`src/rtl/mclk_bus_pkg.sv`:
```
package mclk_bus_pkg;

  typedef enum logic [1:0] {
    SPD_FAST  = 2'd0,
    SPD_SLOW  = 2'd1,
    SPD_XSLOW = 2'd2
  } speed_e;

  // Active-low strobes and selects, in output order
  typedef struct packed {
    logic cpurd_n;
    logic cpuwr_n;
    logic pard_n;
    logic pawr_n;
    logic cart_n;
    logic wram_n;
  } strobe_t;

  localparam strobe_t STROBE_IDLE = '{default: 1'b1};

endpackage

```
`src/rtl/mclk_bus_region.sv`:
```
module mclk_bus_region
  import mclk_bus_pkg::*;
(
  input  logic [7:0] bank_i,
  input  logic [7:0] hbyte_i,
  input  logic       vda_i,
  input  logic       vpa_i,
  input  logic       rwb_i,
  output strobe_t    strobe_o
);

  logic valid, rd, wr;
  logic low_bank, wram_bank, cart_bank;
  logic wram_mirror, b_bus, int_reg, hi_half, a_bus;

  always_comb begin
    valid = vda_i | vpa_i;
    rd    = valid & rwb_i;
    wr    = valid & ~rwb_i;

    low_bank  = (bank_i[6] == 1'b0);
    wram_bank = (bank_i[7:1] == 7'b0111111);
    cart_bank = ~wram_bank & bank_i[6];

    wram_mirror = low_bank & (hbyte_i[7:5] == 3'b000);
    b_bus       = low_bank & (hbyte_i == 8'h21);
    int_reg     = low_bank & (hbyte_i[7:2] == 6'b010000);
    hi_half     = hbyte_i[7];
    a_bus       = ~(int_reg | b_bus);

    strobe_o.cpurd_n = ~(a_bus & rd);
    strobe_o.cpuwr_n = ~(a_bus & wr);
    strobe_o.pard_n  = ~(b_bus & rd);
    strobe_o.pawr_n  = ~(b_bus & wr);
    strobe_o.cart_n  = ~(hi_half | cart_bank);
    strobe_o.wram_n  = ~(wram_mirror | wram_bank);
  end

endmodule

```
`src/rtl/mclk_bus_speed.sv`:
```
module mclk_bus_speed
  import mclk_bus_pkg::*;
#(
  parameter int FAST_CLKS  = 6,
  parameter int SLOW_CLKS  = 8,
  parameter int XSLOW_CLKS = 12,
  parameter int CNT_W      = $clog2(XSLOW_CLKS + 1)
) (
  input  logic [7:0]       bank_i,
  input  logic [7:0]       hbyte_i,
  input  logic             vda_i,
  input  logic             vpa_i,
  input  logic             fast_rom_i,
  output logic [CNT_W-1:0] len_o
);

  localparam logic [CNT_W-1:0] LEN_FAST  = CNT_W'(FAST_CLKS);
  localparam logic [CNT_W-1:0] LEN_SLOW  = CNT_W'(SLOW_CLKS);
  localparam logic [CNT_W-1:0] LEN_XSLOW = CNT_W'(XSLOW_CLKS);

  speed_e spd;
  speed_e rom_spd;

  always_comb begin
    rom_spd = fast_rom_i ? SPD_FAST : SPD_SLOW;
    spd     = SPD_SLOW;
    if (!(vda_i | vpa_i)) begin
      spd = SPD_FAST;                       // internal operation
    end else if (bank_i[6]) begin
      spd = bank_i[7] ? rom_spd : SPD_SLOW;  // C0-FF vs 40-7F
    end else if (hbyte_i[7]) begin
      spd = bank_i[7] ? rom_spd : SPD_SLOW;  // ROM half of lower banks
    end else begin
      unique case (hbyte_i[6:5])
        2'b00: spd = SPD_SLOW;               // 0000-1FFF
        2'b01: spd = SPD_FAST;               // 2000-3FFF
        2'b10: spd = (hbyte_i[4:1] == 4'b0000) ? SPD_XSLOW : SPD_FAST;
        default: spd = SPD_SLOW;             // 6000-7FFF
      endcase
    end
  end

  always_comb begin
    unique case (spd)
      SPD_FAST:  len_o = LEN_FAST;
      SPD_XSLOW: len_o = LEN_XSLOW;
      default:   len_o = LEN_SLOW;
    endcase
  end

endmodule

```
`src/rtl/mclk_bus_timer.sv`:
```
module mclk_bus_timer #(
  parameter int CNT_W = 4
) (
  input  logic             clk_i,
  input  logic             rst_i,
  input  logic [CNT_W-1:0] len_next_i,
  output logic             start_o,
  output logic [CNT_W-1:0] len_o,
  output logic             done_o
);

  localparam logic [CNT_W-1:0] ONE = CNT_W'(1);

  logic             active_q;
  logic [CNT_W-1:0] cnt_q;
  logic [CNT_W-1:0] len_q;
  logic             last;

  assign last    = active_q && (cnt_q == (len_q - ONE));
  assign start_o = !active_q || last;
  assign done_o  = last;
  assign len_o   = len_q;

  always_ff @(posedge clk_i) begin
    if (rst_i) begin
      active_q <= 1'b0;
      cnt_q    <= '0;
      len_q    <= '0;
    end else if (start_o) begin
      active_q <= 1'b1;
      cnt_q    <= '0;
      len_q    <= len_next_i;
    end else begin
      cnt_q <= cnt_q + ONE;
    end
  end

endmodule

```
`src/rtl/mclk_bus_decoder.sv`:
```
module mclk_bus_decoder
  import mclk_bus_pkg::*;
#(
  parameter int FAST_CLKS  = 6,
  parameter int SLOW_CLKS  = 8,
  parameter int XSLOW_CLKS = 12,
  parameter int CNT_W      = $clog2(XSLOW_CLKS + 1)
) (
  input  logic             clk_i,
  input  logic             rst_i,
  input  logic [23:0]      addr_i,
  input  logic             vda_i,
  input  logic             vpa_i,
  input  logic             rwb_i,
  input  logic             fast_rom_i,
  output logic             cpurd_n_o,
  output logic             cpuwr_n_o,
  output logic             pard_n_o,
  output logic             pawr_n_o,
  output logic             cart_n_o,
  output logic             wram_n_o,
  output logic [CNT_W-1:0] cycle_clks_o,
  output logic             cycle_done_o
);

  logic [7:0] bank, hbyte;
  logic       unused_low_byte;

  assign bank            = addr_i[23:16];
  assign hbyte           = addr_i[15:8];
  assign unused_low_byte = ^addr_i[7:0];

  strobe_t          dec_strobe;
  strobe_t          strobe_q;
  logic [CNT_W-1:0] len_next;
  logic             start;

  mclk_bus_region u_region (
    .bank_i   (bank),
    .hbyte_i  (hbyte),
    .vda_i    (vda_i),
    .vpa_i    (vpa_i),
    .rwb_i    (rwb_i),
    .strobe_o (dec_strobe)
  );

  mclk_bus_speed #(
    .FAST_CLKS  (FAST_CLKS),
    .SLOW_CLKS  (SLOW_CLKS),
    .XSLOW_CLKS (XSLOW_CLKS),
    .CNT_W      (CNT_W)
  ) u_speed (
    .bank_i     (bank),
    .hbyte_i    (hbyte),
    .vda_i      (vda_i),
    .vpa_i      (vpa_i),
    .fast_rom_i (fast_rom_i),
    .len_o      (len_next)
  );

  mclk_bus_timer #(
    .CNT_W (CNT_W)
  ) u_timer (
    .clk_i      (clk_i),
    .rst_i      (rst_i),
    .len_next_i (len_next),
    .start_o    (start),
    .len_o      (cycle_clks_o),
    .done_o     (cycle_done_o)
  );

  always_ff @(posedge clk_i) begin
    if (rst_i) begin
      strobe_q <= STROBE_IDLE;
    end else if (start) begin
      strobe_q <= dec_strobe;
    end
  end

  assign cpurd_n_o = strobe_q.cpurd_n;
  assign cpuwr_n_o = strobe_q.cpuwr_n;
  assign pard_n_o  = strobe_q.pard_n;
  assign pawr_n_o  = strobe_q.pawr_n;
  assign cart_n_o  = strobe_q.cart_n;
  assign wram_n_o  = strobe_q.wram_n;

endmodule

```
`config.mk`:
```
export PLATFORM = sky130hd
export DESIGN_NAME = mclk_bus_decoder
export DESIGN_NICKNAME = d
export VERILOG_FILES = /design/src/rtl/mclk_bus_pkg.sv /design/src/rtl/mclk_bus_region.sv /design/src/rtl/mclk_bus_speed.sv /design/src/rtl/mclk_bus_timer.sv /design/src/rtl/mclk_bus_decoder.sv
export SDC_FILE = /design/constraint.sdc
export NUM_CORES = 1
export LEC_CHECK = 0
export CAP_MARGIN = 10
export CORE_AREA = 2 2 39 41
export DETAILED_ROUTE_END_ITERATION = 10
export DIE_AREA = 0 0 41 43
export DONT_BUFFER_PORTS = 1
export GPL_ROUTABILITY_DRIVEN = 0
export PLACE_DENSITY = 0.72
export SLEW_MARGIN = 20
export SYNTH_ARGS = -nofsm -noshare
export SYNTH_HDL_FRONTEND = slang
export SYNTH_SLANG_ARGS = --single-unit
export TNS_END_PERCENT = 5
```
`constraint.sdc`:
```
create_clock -name clk_i -period 2.4 [get_ports clk_i]
set_clock_uncertainty 0.1 [all_clocks]
set_input_delay 0.36 -clock clk_i [delete_from_list [all_inputs] [get_ports clk_i]]
set_output_delay 0.36 -clock clk_i [all_outputs]
set_load 0.05 [all_outputs]
```
==> flow_summary.toml <==
[cts]
numCtsBuffers = 3
cts_sinks = 14
cts_max_path_buffers = 2
clk_pin_slew_ns = 0.08
post-cts-setup-buffers = 0
cts_tree = "done"
clk_latency_ns = 0.27
h-tree-depth = 1
cts_hold_buf = 0
cts_resized = 0
root_buffer = "clkbuf_4"

[global_route]
grt_pass1_wl_mm = 2.20
grt_max_degree = 21
track_usage_pct = 18.8
grt_pass1_vias = 565
antenna_found_initial = 0
overflow = 0

[floorplan]
initial_core_util_pct = 53.7
die_h_um = 43
ios = 41
core_area_sq_um = 1380
die_w_um = 41
fp.dieArea_sq_um = 1760
rows = 14

[yosys]
synthesis.nets = 118
synth_seq_cells = 14
ys_warn_count = 0
synth-async-reset-ratio_pct = 0
ys_seq_area_share_pct = 37.7
syn_inst = 84
postSynthAreaPerCell_sq_um = 8.85
syn_area_sq_um = 743
synthTopCellsByArea = "dfxtp_1, ha_1, nor2_1"
synth_flop_cell = "dfxtp_1"
yosysTopAreaCell = "dfxtp_1"
yosysUniqueCellTypes = 35
yosysTopAreaCellShare_pct = 37.7
synth_edf_count = 0

[setup_path]
worstSetupPathType = "flip-flop to output pin"
required_ns = 1.94
worstPathArrival_ns = 1.59
worst-path-max-fanout = 2
critical_path.startpoint_type = "flip-flop"
end_kind = "output pin"

[outcome]
status = "finished, final reports clean"

[pwr]
p_leak_uw = 0.000324
p_per_area_nw_per_um2 = 579
ir_worst_vdd_uv = 331

[cells_and_area]
final_area_sq_um = 815
layout-drive-gt1-share_pct = 14.8
antenna_cells = 0
nFillCells = 134
area_delta_synth_final_pct = 9.60
layout.nets = 124

[routing]
drc = 0
detail-route-antenna-nets = 0
drt_iter0_drc = 4
drt_pass1_iterations = 4
viasPerCell = 5.88
routed_wl_mm = 1.38
vias = 611
routedWlPerCell_um = 13.3

[timing]
worst_pin_slew_ns = 0.517
grt_setup_unrepaired = "false"
setup_viol_count_final = 0
setup_tns_ns = 0
relSlewSlack_pct = 65.5
period_minus_slack_ns = 2.05
fmax_ghz = 0.487
finalCritPeriodShare_pct = 85.6
finalHoldViolations = 0
drv_slew = 0

[min_path]
worstHoldPathType = "primary input to flip-flop"

[placement]
placed_area_sq_um = 792
hpwlAfterDp_mm = 1.09
io_buffers = 0

[run]
max_cap_viol_count = 0
layer usage:
metal | vias up | global-route usage, % | part of all wire [%]
met2 | 26 | 28.7 | 47
met3 | 4 | 5.24 | 8.4
met4 | 0 | 12.0 | 2.2
met5 | - | 0 | 0
li1 | 312 | - | -
met1 | 269 | 21.8 | 42
flip-flops by register name, indices dropped and copies added (netlist names):
name,flops
cart_n_o,1
wram_n_o,1
u_timer.cnt_q,4
pard_n_o,1
cpurd_n_o,1
pawr_n_o,1
u_timer.len_o,3
u_timer.active_q,1
cpuwr_n_o,1
cell type report:
cell class              instances  area, sq um  area share [%]
well taps                      16         20.0            2.46
inverters                       6         22.5            2.76
repair buffers                  5         50.0            6.14
flip-flops and latches         14          280            34.4
multi-input cells              60          419            51.5
clock buffers                   3         22.5            2.76
kinds of logic after synthesis:
logic type,count (synthesis),share of synthesized area [%]
xor+xnor,5,7.74
other cells,1,0.505
flops,14,37.7
simple gates,34,25.3
fa+ha+maj,4,6.73
buf+inv,10,6.23
compound gates,16,15.8
synthesized netlist by cell type, drive strengths merged (2+ instances only):
cell / count
nand2: 2
xor2: 3
nor2: 10
a211oi: 2
inv: 6
a21oi: 3
nor3b: 2
buf: 3
or2: 2
ha: 4
dfxtp: 14
or3: 2
nor4: 4
nor2b: 3
o21ai: 3
nand3: 3
cell usage in the layout (no fill, tap or decap), drive strengths merged, types with 2 or more instances in the layout:
cell,netlist,final
dfxtp,14,14
ha,4,4
inv,6,6
nor4,4,4
buf,3,5
a211oi,2,2
a21oi,3,3
or3,2,2
nand3,3,3
nor2b,3,3
o21ai,3,3
clkbuf,1,3
nand2,2,2
nor3b,2,2
xor2,3,3
nor2,10,10
or2,2,2
worst max-delay path, cell delays in order (launching register included):
cell,delay (ns)
dfxtp_1,0.33
inv_1,0.05
ha_1,0.29
xor2_1,0.20
nand4_1,0.15
nor2_2,0.15
buf_12,0.15
power by group:
| part | total [uW] | switching, uW | internal (uW) |
|---|---|---|---|
| Combinational | 81.6 | 49.7 | 31.9 |
| Clock | 126 | 68.1 | 58.1 |
| Sequential | 264 | 21.2 | 243 |
final timing paths:
check                                 startpoint          endpoint  slack, ns  depth (start not counted)
worst min register to register  u_timer.cnt_q[0]  u_timer.cnt_q[0]       0.40                          1
worst max register to register  u_timer.len_o[1]          pard_n_o       0.55                          7
worst max-delay path            u_timer.len_o[1]      cycle_done_o       0.35                          6
worst min-delay path                       rst_i          wram_n_o       0.08                          1
through the flow:
step	cells	util (%)	setup WS, ns	hold slack, ns	total power (uW)
after CTS	104	58.9	0.314	0.0695	479
after detailed placement	101	57.2	0.561	0.360	352
after global placement	101	57.2	0.605	0.356	350
after global routing	104	58.9	0.222	0.0796	495
after floorplan	84	-	0.125	0.351	339
final	104	58.9	0.346	0.0758	472
Power figures use the tool's default switching activity.
